## src/rtl/slp_pkg.sv

```systemverilog
package slp_pkg;

    typedef enum logic [2:0] {
        ST_RUN       = 3'd0,
        ST_DRAIN_SLP = 3'd1,
        ST_SLEEP     = 3'd2,
        ST_DRAIN_PAU = 3'd3,
        ST_PAUSE     = 3'd4
    } ctl_state_e;

    typedef enum logic [1:0] {
        FLV_NONE  = 2'd0,
        FLV_PLAIN = 2'd1,
        FLV_HIB   = 2'd2,
        FLV_SUS   = 2'd3
    } flavour_e;

    typedef struct packed {
        logic     valid;
        flavour_e flv;
    } slp_req_t;

    typedef struct packed {
        logic plain;
        logic hib;
        logic sus;
    } slp_flags_t;

    localparam logic [1:0] RMODE_SLEEP = 2'b10;
    localparam int         WAKE_BITS   = 2;

    // Priority: plain sleep (strobe or rmode) over hibernate over suspend.
    function automatic slp_req_t decode_req(input logic s, input logic h,
                                            input logic u, input logic [1:0] rm);
        slp_req_t r;
        r.valid = 1'b1;
        if (s || rm == RMODE_SLEEP) r.flv = FLV_PLAIN;
        else if (h)                 r.flv = FLV_HIB;
        else if (u)                 r.flv = FLV_SUS;
        else begin
            r.valid = 1'b0;
            r.flv   = FLV_NONE;
        end
        return r;
    endfunction

    function automatic slp_flags_t flags_of(input flavour_e f);
        slp_flags_t o;
        o.plain = (f == FLV_PLAIN);
        o.hib   = (f == FLV_HIB);
        o.sus   = (f == FLV_SUS);
        return o;
    endfunction

endpackage

```

## src/rtl/slp_wake_sync.sv

```systemverilog
module slp_wake_sync #(
    parameter int          NBITS = 2,
    parameter logic [NBITS-1:0] ASYNC = '0
) (
    input  logic             clk,
    input  logic             rst,
    input  logic [NBITS-1:0] raw,
    output logic [NBITS-1:0] synced
);
    for (genvar i = 0; i < NBITS; i++) begin : g_bit
        if (ASYNC[i]) begin : g_chain
            logic st1, st2;
            always_ff @(posedge clk) begin
                if (rst) begin
                    st1 <= 1'b0;
                    st2 <= 1'b0;
                end else begin
                    st1 <= raw[i];
                    st2 <= st1;
                end
            end
            assign synced[i] = st2;

            // an output rise must have come through the first stage
            assert_chain_order_R7: assert property (@(posedge clk) disable iff (rst)
                $rose(st2) |-> $past(st1));
        end else begin : g_direct
            assign synced[i] = raw[i];
        end
    end
endmodule

```

## src/rtl/slp_core_fsm.sv

```systemverilog
module slp_core_fsm
    import slp_pkg::*;
#(
    parameter int OUT_W = 4
) (
    input  logic             clk,
    input  logic             rst,
    input  slp_req_t         req,
    input  logic             pause_req,
    input  logic [OUT_W-1:0] outstanding,
    input  logic             wake_any,
    output ctl_state_e       state_o,
    output slp_flags_t       flags,
    output logic             halt,
    output logic             pause_ack
);
    ctl_state_e state_q, state_d;
    flavour_e   flv_q, flv_d;
    logic       drained;

    assign drained = (outstanding == '0);

    always_comb begin
        state_d = state_q;
        flv_d   = flv_q;
        unique case (state_q)
            ST_RUN: begin
                if (req.valid) begin
                    state_d = ST_DRAIN_SLP;
                    flv_d   = req.flv;
                end else if (pause_req) begin
                    state_d = ST_DRAIN_PAU;
                end
            end
            ST_DRAIN_SLP: if (drained) state_d = ST_SLEEP;
            ST_SLEEP: begin
                if (wake_any) begin
                    state_d = ST_RUN;
                    flv_d   = FLV_NONE;
                end
            end
            ST_DRAIN_PAU: begin
                if (!pause_req)   state_d = ST_RUN;
                else if (drained) state_d = ST_PAUSE;
            end
            ST_PAUSE: if (!pause_req) state_d = ST_RUN;
            default: begin
                state_d = ST_RUN;
                flv_d   = FLV_NONE;
            end
        endcase
    end

    always_ff @(posedge clk) begin
        if (rst) begin
            state_q <= ST_RUN;
            flv_q   <= FLV_NONE;
        end else begin
            state_q <= state_d;
            flv_q   <= flv_d;
        end
    end

    assign state_o   = state_q;
    assign halt      = (state_q != ST_RUN);
    assign pause_ack = (state_q == ST_PAUSE);
    always_comb begin
        flags = '0;
        if (state_q == ST_SLEEP) flags = flags_of(flv_q);
    end

    assert_flag_after_drain_R3: assert property (@(posedge clk) disable iff (rst)
        $rose(|flags) |-> $past(outstanding) == '0);
    assert_one_status_R4: assert property (@(posedge clk) disable iff (rst)
        $onehot0({flags, pause_ack}));
    assert_flag_implies_halt_R2: assert property (@(posedge clk) disable iff (rst)
        (|flags) |-> halt);
    assert_wake_leaves_R5: assert property (@(posedge clk) disable iff (rst)
        ((|flags) && wake_any) |=> !halt);
    assert_ack_after_drain_R8: assert property (@(posedge clk) disable iff (rst)
        $rose(pause_ack) |-> $past(outstanding) == '0);
    assert_ack_excl_sleep_R10: assert property (@(posedge clk) disable iff (rst)
        pause_ack |-> !(|flags));
    assert_release_R9: assert property (@(posedge clk) disable iff (rst)
        (pause_ack && !pause_req) |=> !halt);
endmodule

```

## src/rtl/slp_dbg_req.sv

```systemverilog
module slp_dbg_req (
    input  logic clk,
    input  logic rst,
    input  logic dbg_access,
    input  logic in_sleep,
    input  logic in_pause,
    output logic wake_req,
    output logic cont_req
);
    logic dbg_q;
    logic edge_seen;

    assign edge_seen = dbg_access && !dbg_q;

    always_ff @(posedge clk) begin
        if (rst) begin
            dbg_q    <= 1'b0;
            wake_req <= 1'b0;
            cont_req <= 1'b0;
        end else begin
            dbg_q    <= dbg_access;
            wake_req <= edge_seen && in_sleep;
            cont_req <= edge_seen && in_pause;
        end
    end

    assert_strobe_short_R11: assert property (@(posedge clk) disable iff (rst)
        (wake_req || cont_req) |=> !(wake_req || cont_req));
    assert_strobe_excl_R11: assert property (@(posedge clk) disable iff (rst)
        !(wake_req && cont_req));
endmodule

```

## src/rtl/slp_ctrl.sv

```systemverilog
module slp_ctrl
    import slp_pkg::*;
#(
    parameter int         OUT_W      = 4,
    parameter logic [1:0] ASYNC_WAKE = 2'b01
) (
    input  logic             clk,
    input  logic             rst,
    input  logic             sleep_insn,
    input  logic             hibernate_insn,
    input  logic             suspend_insn,
    input  logic [1:0]       rmode,
    input  logic [1:0]       wakeup,
    input  logic             pause_req,
    input  logic [OUT_W-1:0] outstanding,
    input  logic             dbg_access,
    output logic             halt,
    output logic             sleep_o,
    output logic             hibernate_o,
    output logic             suspend_o,
    output logic             pause_ack,
    output logic             dbg_wake_req,
    output logic             dbg_cont_req
);
    logic [WAKE_BITS-1:0] wake_s;
    slp_req_t             req;
    ctl_state_e           state;
    slp_flags_t           flags;

    assign req = decode_req(sleep_insn, hibernate_insn, suspend_insn, rmode);

    slp_wake_sync #(.NBITS(WAKE_BITS), .ASYNC(ASYNC_WAKE)) u_sync (
        .clk(clk), .rst(rst), .raw(wakeup), .synced(wake_s)
    );

    slp_core_fsm #(.OUT_W(OUT_W)) u_fsm (
        .clk(clk), .rst(rst), .req(req), .pause_req(pause_req),
        .outstanding(outstanding), .wake_any(|wake_s),
        .state_o(state), .flags(flags), .halt(halt), .pause_ack(pause_ack)
    );

    slp_dbg_req u_dbg (
        .clk(clk), .rst(rst), .dbg_access(dbg_access),
        .in_sleep(state == ST_SLEEP), .in_pause(state == ST_PAUSE),
        .wake_req(dbg_wake_req), .cont_req(dbg_cont_req)
    );

    assign sleep_o     = flags.plain;
    assign hibernate_o = flags.hib;
    assign suspend_o   = flags.sus;
endmodule

```

## config.mk

```make
export PLATFORM = sky130hd
export DESIGN_NAME = slp_ctrl
export DESIGN_NICKNAME = d
export VERILOG_FILES = /design/src/rtl/slp_pkg.sv /design/src/rtl/slp_wake_sync.sv /design/src/rtl/slp_core_fsm.sv /design/src/rtl/slp_dbg_req.sv /design/src/rtl/slp_ctrl.sv
export SDC_FILE = /design/constraint.sdc
export NUM_CORES = 1
export LEC_CHECK = 0
export BUFFER_PORTS_ARGS = -buffer_cell sky130_fd_sc_hd__buf_2
export CORE_AREA = 8 8 45 47
export CTS_CLUSTER_DIAMETER = 50
export DETAILED_ROUTE_END_ITERATION = 10
export DIE_AREA = 0 0 53 55
export GPL_ROUTABILITY_DRIVEN = 0
export GPL_TIMING_DRIVEN = 0
export PLACE_DENSITY = 0.81
export SYNTH_ARGS = -nofsm -noshare
export SYNTH_HDL_FRONTEND = slang
export SYNTH_SLANG_ARGS = --single-unit
```

## constraint.sdc

```tcl
create_clock -name clk -period 2.26 [get_ports clk]
set_input_delay 0.113 -clock clk [delete_from_list [all_inputs] [get_ports clk]]
set_output_delay 0.113 -clock clk [all_outputs]
set_load 0.05 [all_outputs]
```

==> impl_results.md, run 1 <==
* Worst-Margin Slew at 0.4180 ns
* P per Cell Area at 1045 mW/mm^2
* Largest net degree at the start of global routing at 11
* Fmax at between 500 and 600 MHz
* Post-route insts no fill at 99
* Met1 Wirelength at 522 um
* Post-layout minimum cycle time at 1.918 ns
* Die area at 0.002915 sq mm
* CTS Hold Bufs at 0
* GRT Total Usage at 0.09874
* Global-route wire length before repair at 2056 um
* Wire length on met3 at approximately 70 um
* Critical Path RT at 2.42 ns
* Drt drc at 0
* Initial Utilization at 0.3870
* Worst-path clk slew at approximately 0.070 ns
* Synth Register Bits at 10
* Detail-routed via count per cell at between 5 and 6
* Setup TNS at 0 ns
* Slowest-stage cell, CP: or3_4
* Crit Path Category: flop to flop
* Num ports at 22
* Setup Buffers After CTS at 0
* Sequential area share after synthesis at 0.3738
* Final Hold Viols at 0
* CTS tree: done
* CP peak stage delay at 0.42 ns
* Synthesized area per cell at 9.233 sq um
* Area Growth Syn to Fin at 30.14%
* Fin crit share at 0.8487
* CTS max path bufs at 2
* CP cell instances: or3_4 -> or3_4 -> o311ai_4 -> mux2_4
* Rows at 14
* Post-Syn Nets at 73
* Status: finished, final reports clean
* Top cell family by delay on the critical path: simple AND/OR/NAND/NOR gates
* Number of I/O port buffers at 21
* Hold Crit Class: input pin to flop
* Synthesis Warnings at 0
* Ant diodes at 0
* Commonest cells after routing, fill and taps aside: buf_2, dfxtp_1, nor2b_1, inv_1, nor2_1
* Routed wire length per instance at roughly 13 um
* Area of the core region at 0.001384 sq mm
* Crit-path most repeated cell: or3_4
* H-tree lvl count at 1
* Cts bufs inserted at 3
* Max cap viols at 0
* DP Worst Slack at between 0.3 and 0.4 ns
* Setup-failing EPs final at 0
* DRT Pass-1 Iters at 2
* Via count at between 500 and 600
* Unrepaired setup endpoints after global routing: no
* Critical Path End Type: flop
* Worst setup margin at 0.3419 ns
* Worst relative slew slack at 0.7188
* Grt ovf at 0
* Uppermost routed layer: met4
* Share of layout cells above drive strength 1 at 0.4217
* Clk Latency, worst-skew pair at 0.27 ns
* Post-CTS Resized at 0
* Leakage at 0.3270 nW
* Slew Limit Fails at 0
* Clock root cell: clkbuf_4
* Dpl cells at 95
* Netlist Area Pre-Place at ~540 sq um
* Fin nets at 99
* Clock sinks at 10
* Die Y at 55 um
* CP Max Fanout at 7
* Count of cell types in the netlist at 29
* Die Span X at 53 um
* Skew final at 0.001359 ns
* Commonest non-fill, non-tap cell in the layout: buf_2
* Crit path buffers/inverters at 0
* Vias in the first global route at 522
* Total Wirelength at between 1000 and 1500 um
* Remaining antenna violation count at 0
* Max IR drop VDD at about 0.00055 V
* Crit path DAT at 2.08 ns
* Metal2 WL at between 600 and 700 um
* Startpoint types: flop
* First DRT Iteration DRCs at 3
* Dpl hpwl at 1024 um
* Initial antenna violation count at 0
* Mapped Cells at 58
## per-layer routing
layer / track usage / vias up
met2: 0.1719 / 14
li1: - / 261
met3: 0.02406 / 4
met5: 0 / -
met1: 0.09063 / 226
met4: 0.1034 / 0
## cells in the mapped netlist
cell type	instances	area, sq um
a211o_1	1	8.760
a21o_2	1	8.760
a311oi_1	1	8.760
a31oi_1	1	6.260
and3_1	2	12.51
clkbuf_1	1	3.750
clkbuf_2	1	5.000
dfxtp_1	10	200.2
inv_1	4	15.01
mux2_4	1	15.01
mux2i_1	1	10.01
nand2_1	1	3.750
nand2b_1	2	12.51
nand3b_1	2	15.01
nor2_1	4	15.01
nor2b_1	5	31.28
nor3_1	3	15.01
nor3b_1	3	22.52
nor4_1	2	12.51
o21ai_0	1	5.000
o21bai_1	1	7.510
o22ai_1	1	6.260
o311ai_4	1	26.28
o32ai_1	1	8.760
or2_2	2	12.51
or2b_1	1	7.510
or3_2	1	7.510
or3_4	2	22.52
or4b_2	1	10.01
## power by group
| part | internal [W] | switching, W | leakage, nW |
|---|---|---|---|
| clock | 0.0000979 | 0.0000686 | 0.0210 |
| sequential | 0.000209 | 0.0000250 | 0.0822 |
| combinational | 0.000141 | 0.000186 | 0.224 |
## cell families (layout without fill, tap and decap cells)
kind of cell           count (synthesis)  in the layout  synth area share
AOI/OAI and AO/OA                      9              9            0.1612
and+or+nand+nor                       31             31            0.3738
buffers and inverters                  6             31           0.04437
DFF                                   10             10            0.3738
muxes                                  2              2           0.04672
## per-stage QoR
stage | power [W] | instance area [sq um] | utilization | hold slack (ns)
5_1_grt | 0.0007713 | 696.9 | 0.5036 | 0.03440
6_report | 0.0007281 | 696.9 | 0.5036 | 0.02486
3_5_place_dp | 0.0005634 | 660.6 | 0.4774 | 0.3090
4_1_cts | 0.0007311 | 696.9 | 0.5036 | 0.01575
3_3_place_gp | 0.0005542 | 660.6 | 0.4774 | 0.2947
2_1_floorplan | 0.0004977 | 535.5 | - | 0.1964
## final cells by class
cell class / count / area, sq um
repair buffers: 21 / 105.1
fillers: 149 / 686.9
inverters: 4 / 15.01
plain buffers: 2 / 8.758
clock buffers: 4 / 36.28
flip-flops and latches: 10 / 200.2
well taps: 16 / 20.02
multi-input cells: 42 / 311.5
## registers in the layout, summed over array words and instances (netlist names)
register,flops
u_fsm.state_o,3
u_sync.g_bit.g_chain.st1,1
u_dbg.wake_req,1
u_dbg.cont_req,1
u_sync.g_bit.g_chain.st2,1
u_fsm.flv_q,2
u_dbg.dbg_q,1
## worst paths after layout
kind | start | endpoint | slack, ns | cells after the start
worst max-delay path | u_fsm.state_o[0] | u_fsm.state_o[2] | 0.34 | 4
worst min-delay path | rst | u_dbg.dbg_q | 0.02 | 2
worst max register to register | u_fsm.state_o[0] | u_fsm.state_o[2] | 0.34 | 4
worst min register to register | u_sync.g_bit[0].g_chain.st1 | u_sync.g_bit[0].g_chain.st2 | 0.45 | 1
(Power assumes the default switching activity.)
==> inputs of run 2 (changes only) <==
--- a/config.mk
+++ b/config.mk
@@ -5,14 +5,15 @@
 export SDC_FILE = /design/constraint.sdc
 export NUM_CORES = 1
 export LEC_CHECK = 0
+export ABC_AREA = 1
 export BUFFER_PORTS_ARGS = -buffer_cell sky130_fd_sc_hd__buf_2
-export CORE_AREA = 8 8 45 47
+export CORE_MARGIN = 8
+export CORE_UTILIZATION = 41
 export CTS_CLUSTER_DIAMETER = 50
 export DETAILED_ROUTE_END_ITERATION = 10
-export DIE_AREA = 0 0 53 55
 export GPL_ROUTABILITY_DRIVEN = 0
 export GPL_TIMING_DRIVEN = 0
-export PLACE_DENSITY = 0.81
+export PLACE_DENSITY = 0.84
 export SYNTH_ARGS = -nofsm -noshare
 export SYNTH_HDL_FRONTEND = slang
 export SYNTH_SLANG_ARGS = --single-unit
==> constraint.sdc (replaced) <==
create_clock -name clk -period 1.7 [get_ports clk]
set_input_delay 0.085 -clock clk [delete_from_list [all_inputs] [get_ports clk]]
set_output_delay 0.085 -clock clk [all_outputs]
set_load 0.05 [all_outputs]
==> run 2 against run 1 <==
Via count up 12%. Routed wire length down 8.9%. Global-route usage fell by 0.69 points. Combinational power grew 120%. Clock power down 7%. Die area decreased by 3.0%. Synthesized area is 5.8% higher. Critical endpoint is now sleep_o.
==> impl_results.md, run 2 <==
* Top cell type's share of synthesized area at 0.3532
* Share of layout cells above drive strength 1 at 0.3853
* Status: finished, final reports clean
* Rows at 13
* Mux share of post-synthesis cell area at 0
* GRT Total Usage at 0.09183
* Worst reg-to-reg path cell count at 8
* Fin nets at 126
* Mapped Cells at 85
* Critical Path End Type: output port
* Crit Path Category: flop to output port
* Area Growth Syn to Fin at 25.83%
* Remaining antenna violation count at 0
* Cts bufs inserted at 3
* Die Y at 53.18 um
* CTS tree: done
* Hold Crit Class: input pin to flop
* Die Span X at between 50 and 60 um
* Worst-path clk slew at 0.06 ns
* Post-synth EDFFs at 0
* Largest family of logic cells by synthesized area: simple AND/OR/NAND/NOR gates
* Largest net degree at the start of global routing at 7
* Post-Syn Nets at 100
* CTS Hold Bufs at 0
* Dpl hpwl at 1042 um
* Area contributors post-synth: dfxtp_1, nand2_1, inv_1
* Post-CTS Resized at 0
* Compound-Gate Fraction of Synth Area at 0.04194
* Unrepaired setup endpoints after global routing: no
* Max reg flops at 3
* Global-route wire length before repair at a little over 2000 um
* Clock sinks at 10
* Initial antenna violation count at 0
* Grt ovf at 0
* R2R Path End: u_fsm.state_o[2]
* Total Wirelength at 1174 um
* First DRT Iteration DRCs at 8
* Commonest non-fill, non-tap cell in the layout: buf_2
* Total Power at ~0.0012 W
* Post-route insts no fill at between 100 and 150
* Fill count at 134
* Worst-Margin Slew at roughly 0.26 ns
* CTS max path bufs at 2
* Synth top cells by count: nand2_1, inv_1, nor2_1, dfxtp_1, nor2_2
* Synthesized area per cell at between 6 and 7 sq um
* Slew Limit Fails at 0
* Post-Synth Simple-Gate Area at 0.4746
* Worst relative slew slack at 0.8304
* Final Hold Viols at 0
* Count leader, synth: nand2_1
* Hold Path Stages at 3
* Top_reg_cell synth: dfxtp_1
* Fin crit share at 0.8469
* Detail-routed via count per cell at 4.581
* Setup Buffers After CTS at 0
* Leakage at 0.4001 nW
* Num ports at 22
* DRT Pass-1 Iters at 4
* Setup-failing EPs final at 0
* Post-Synth XOR/XNOR Area at 0
* Crit path DAT at roughly 1.4 ns
* R2R Path Start: u_fsm.state_o[0]
* Post-Synth Adder-Cell Area at 0
* Routed wire length per instance at 9.468 um
* Clk Latency, worst-skew pair at 0.26 ns
* CP Max Fanout at 4
* H-tree lvl count at 1
* Vias in the first global route at 563
* Area leader, netlist: dfxtp_1
* Netlist Area Pre-Place at 566.8 sq um
* Reg2reg setup slack at 0.54 ns
* Fmax at 694.6 MHz
* Number of I/O port buffers at 21
* P per Cell Area at roughly 1700 mW/mm^2
* FFs w/ async S/R, synth at 0
* Startpoint types: flop
* Synth Register Bits at 10
* Die area at 0.002828 sq mm
* Initial Utilization at 0.4356
* Via count at between 500 and 600
* Post-layout minimum cycle time at 1.440 ns
* End of the worst hold path: u_sync.g_bit[0].g_chain.st1
* Dpl cells at approximately 120
* Critical Path RT at 1.62 ns
* Area of the core region at between 0.001 and 0.0015 sq mm
* Commonest cells after routing, fill and taps aside: buf_2, nand2_1, inv_1, nor2_1, dfxtp_1
* Max IR drop VDD at 0.001016 V
* Skew final at 0.005853 ns
* Drt drc at 0
* Count of cell types in the netlist at 19
* Sequential area share after synthesis at 0.3532
* Worst hold start: wakeup[0]
* Clock root cell: clkbuf_4
* Synthesis Warnings at 0
* Ant diodes at 0
* Max cap viols at 0
==> run 2: layout make-up <==
type	count	area, sq um	share of cell area
multi-input cells	56	292.8	0.4105
flip-flops and latches	10	200.2	0.2807
repair buffers	21	105.1	0.1474
inverters	19	73.82	0.1035
clock buffers	3	22.52	0.03158
well taps	15	18.77	0.02632
==> run 2: worst max path at each step <==
stage	start	end	slack [ns]	cells past startpoint
final	u_fsm.state_o[1]	sleep_o	0.26	5
after global routing	u_fsm.state_o[1]	suspend_o	0.13	5
after CTS	u_fsm.state_o[1]	sleep_o	0.24	5
after detailed placement	u_fsm.state_o[1]	sleep_o	0.54	5
after global placement	u_fsm.state_o[1]	sleep_o	0.54	5
after floorplan	u_fsm.state_o[1]	hibernate_o	-0.05	4
==> run 2: metal layers <==
metal,global-route usage,part of all wire,wire [um]
met5,0,0,0
met4,0.05042,0.016,19
met3,0.01120,0.079,93
met2,0.1602,0.48,560
met1,0.1046,0.43,501
==> run 2: cells by family (layout without fill, tap and decap cells) <==
group	Yosys count	after routing
AO/OA/AOI/OAI	4	4
buffers and inverters	19	43
flip-flops	10	10
AND/OR/NAND/NOR	52	52
==> run 2: worst max-delay path, cell delays in order, from the launching register on <==
cell and delay, ns:
dfxtp_1 0.38, inv_2 0.06, nor2_2 0.11, nand2_1 0.12
nor3_1 0.14, buf_2 0.29
==> run 2: report_power, final <==
group          internal [W]  switching (W)
clock network     0.0000814      0.0000740
logic              0.000212       0.000501
registers          0.000295      0.0000509
==> run 2: per-stage QoR <==
stage	hold slack [ns]	area, sq um	utilization	setup slack (ns)	TNS [ns]
2_1_floorplan	0.1474	566.8	-	-0.04524	-0.1357
3_3_place_gp	0.2890	690.7	0.5308	0.5426	0
3_5_place_dp	0.2923	690.7	0.5308	0.5387	0
4_1_cts	0.02282	713.2	0.5481	0.2419	0
5_1_grt	0.04910	713.2	0.5481	0.1313	0
6_report	0.02803	713.2	0.5481	0.2603	0
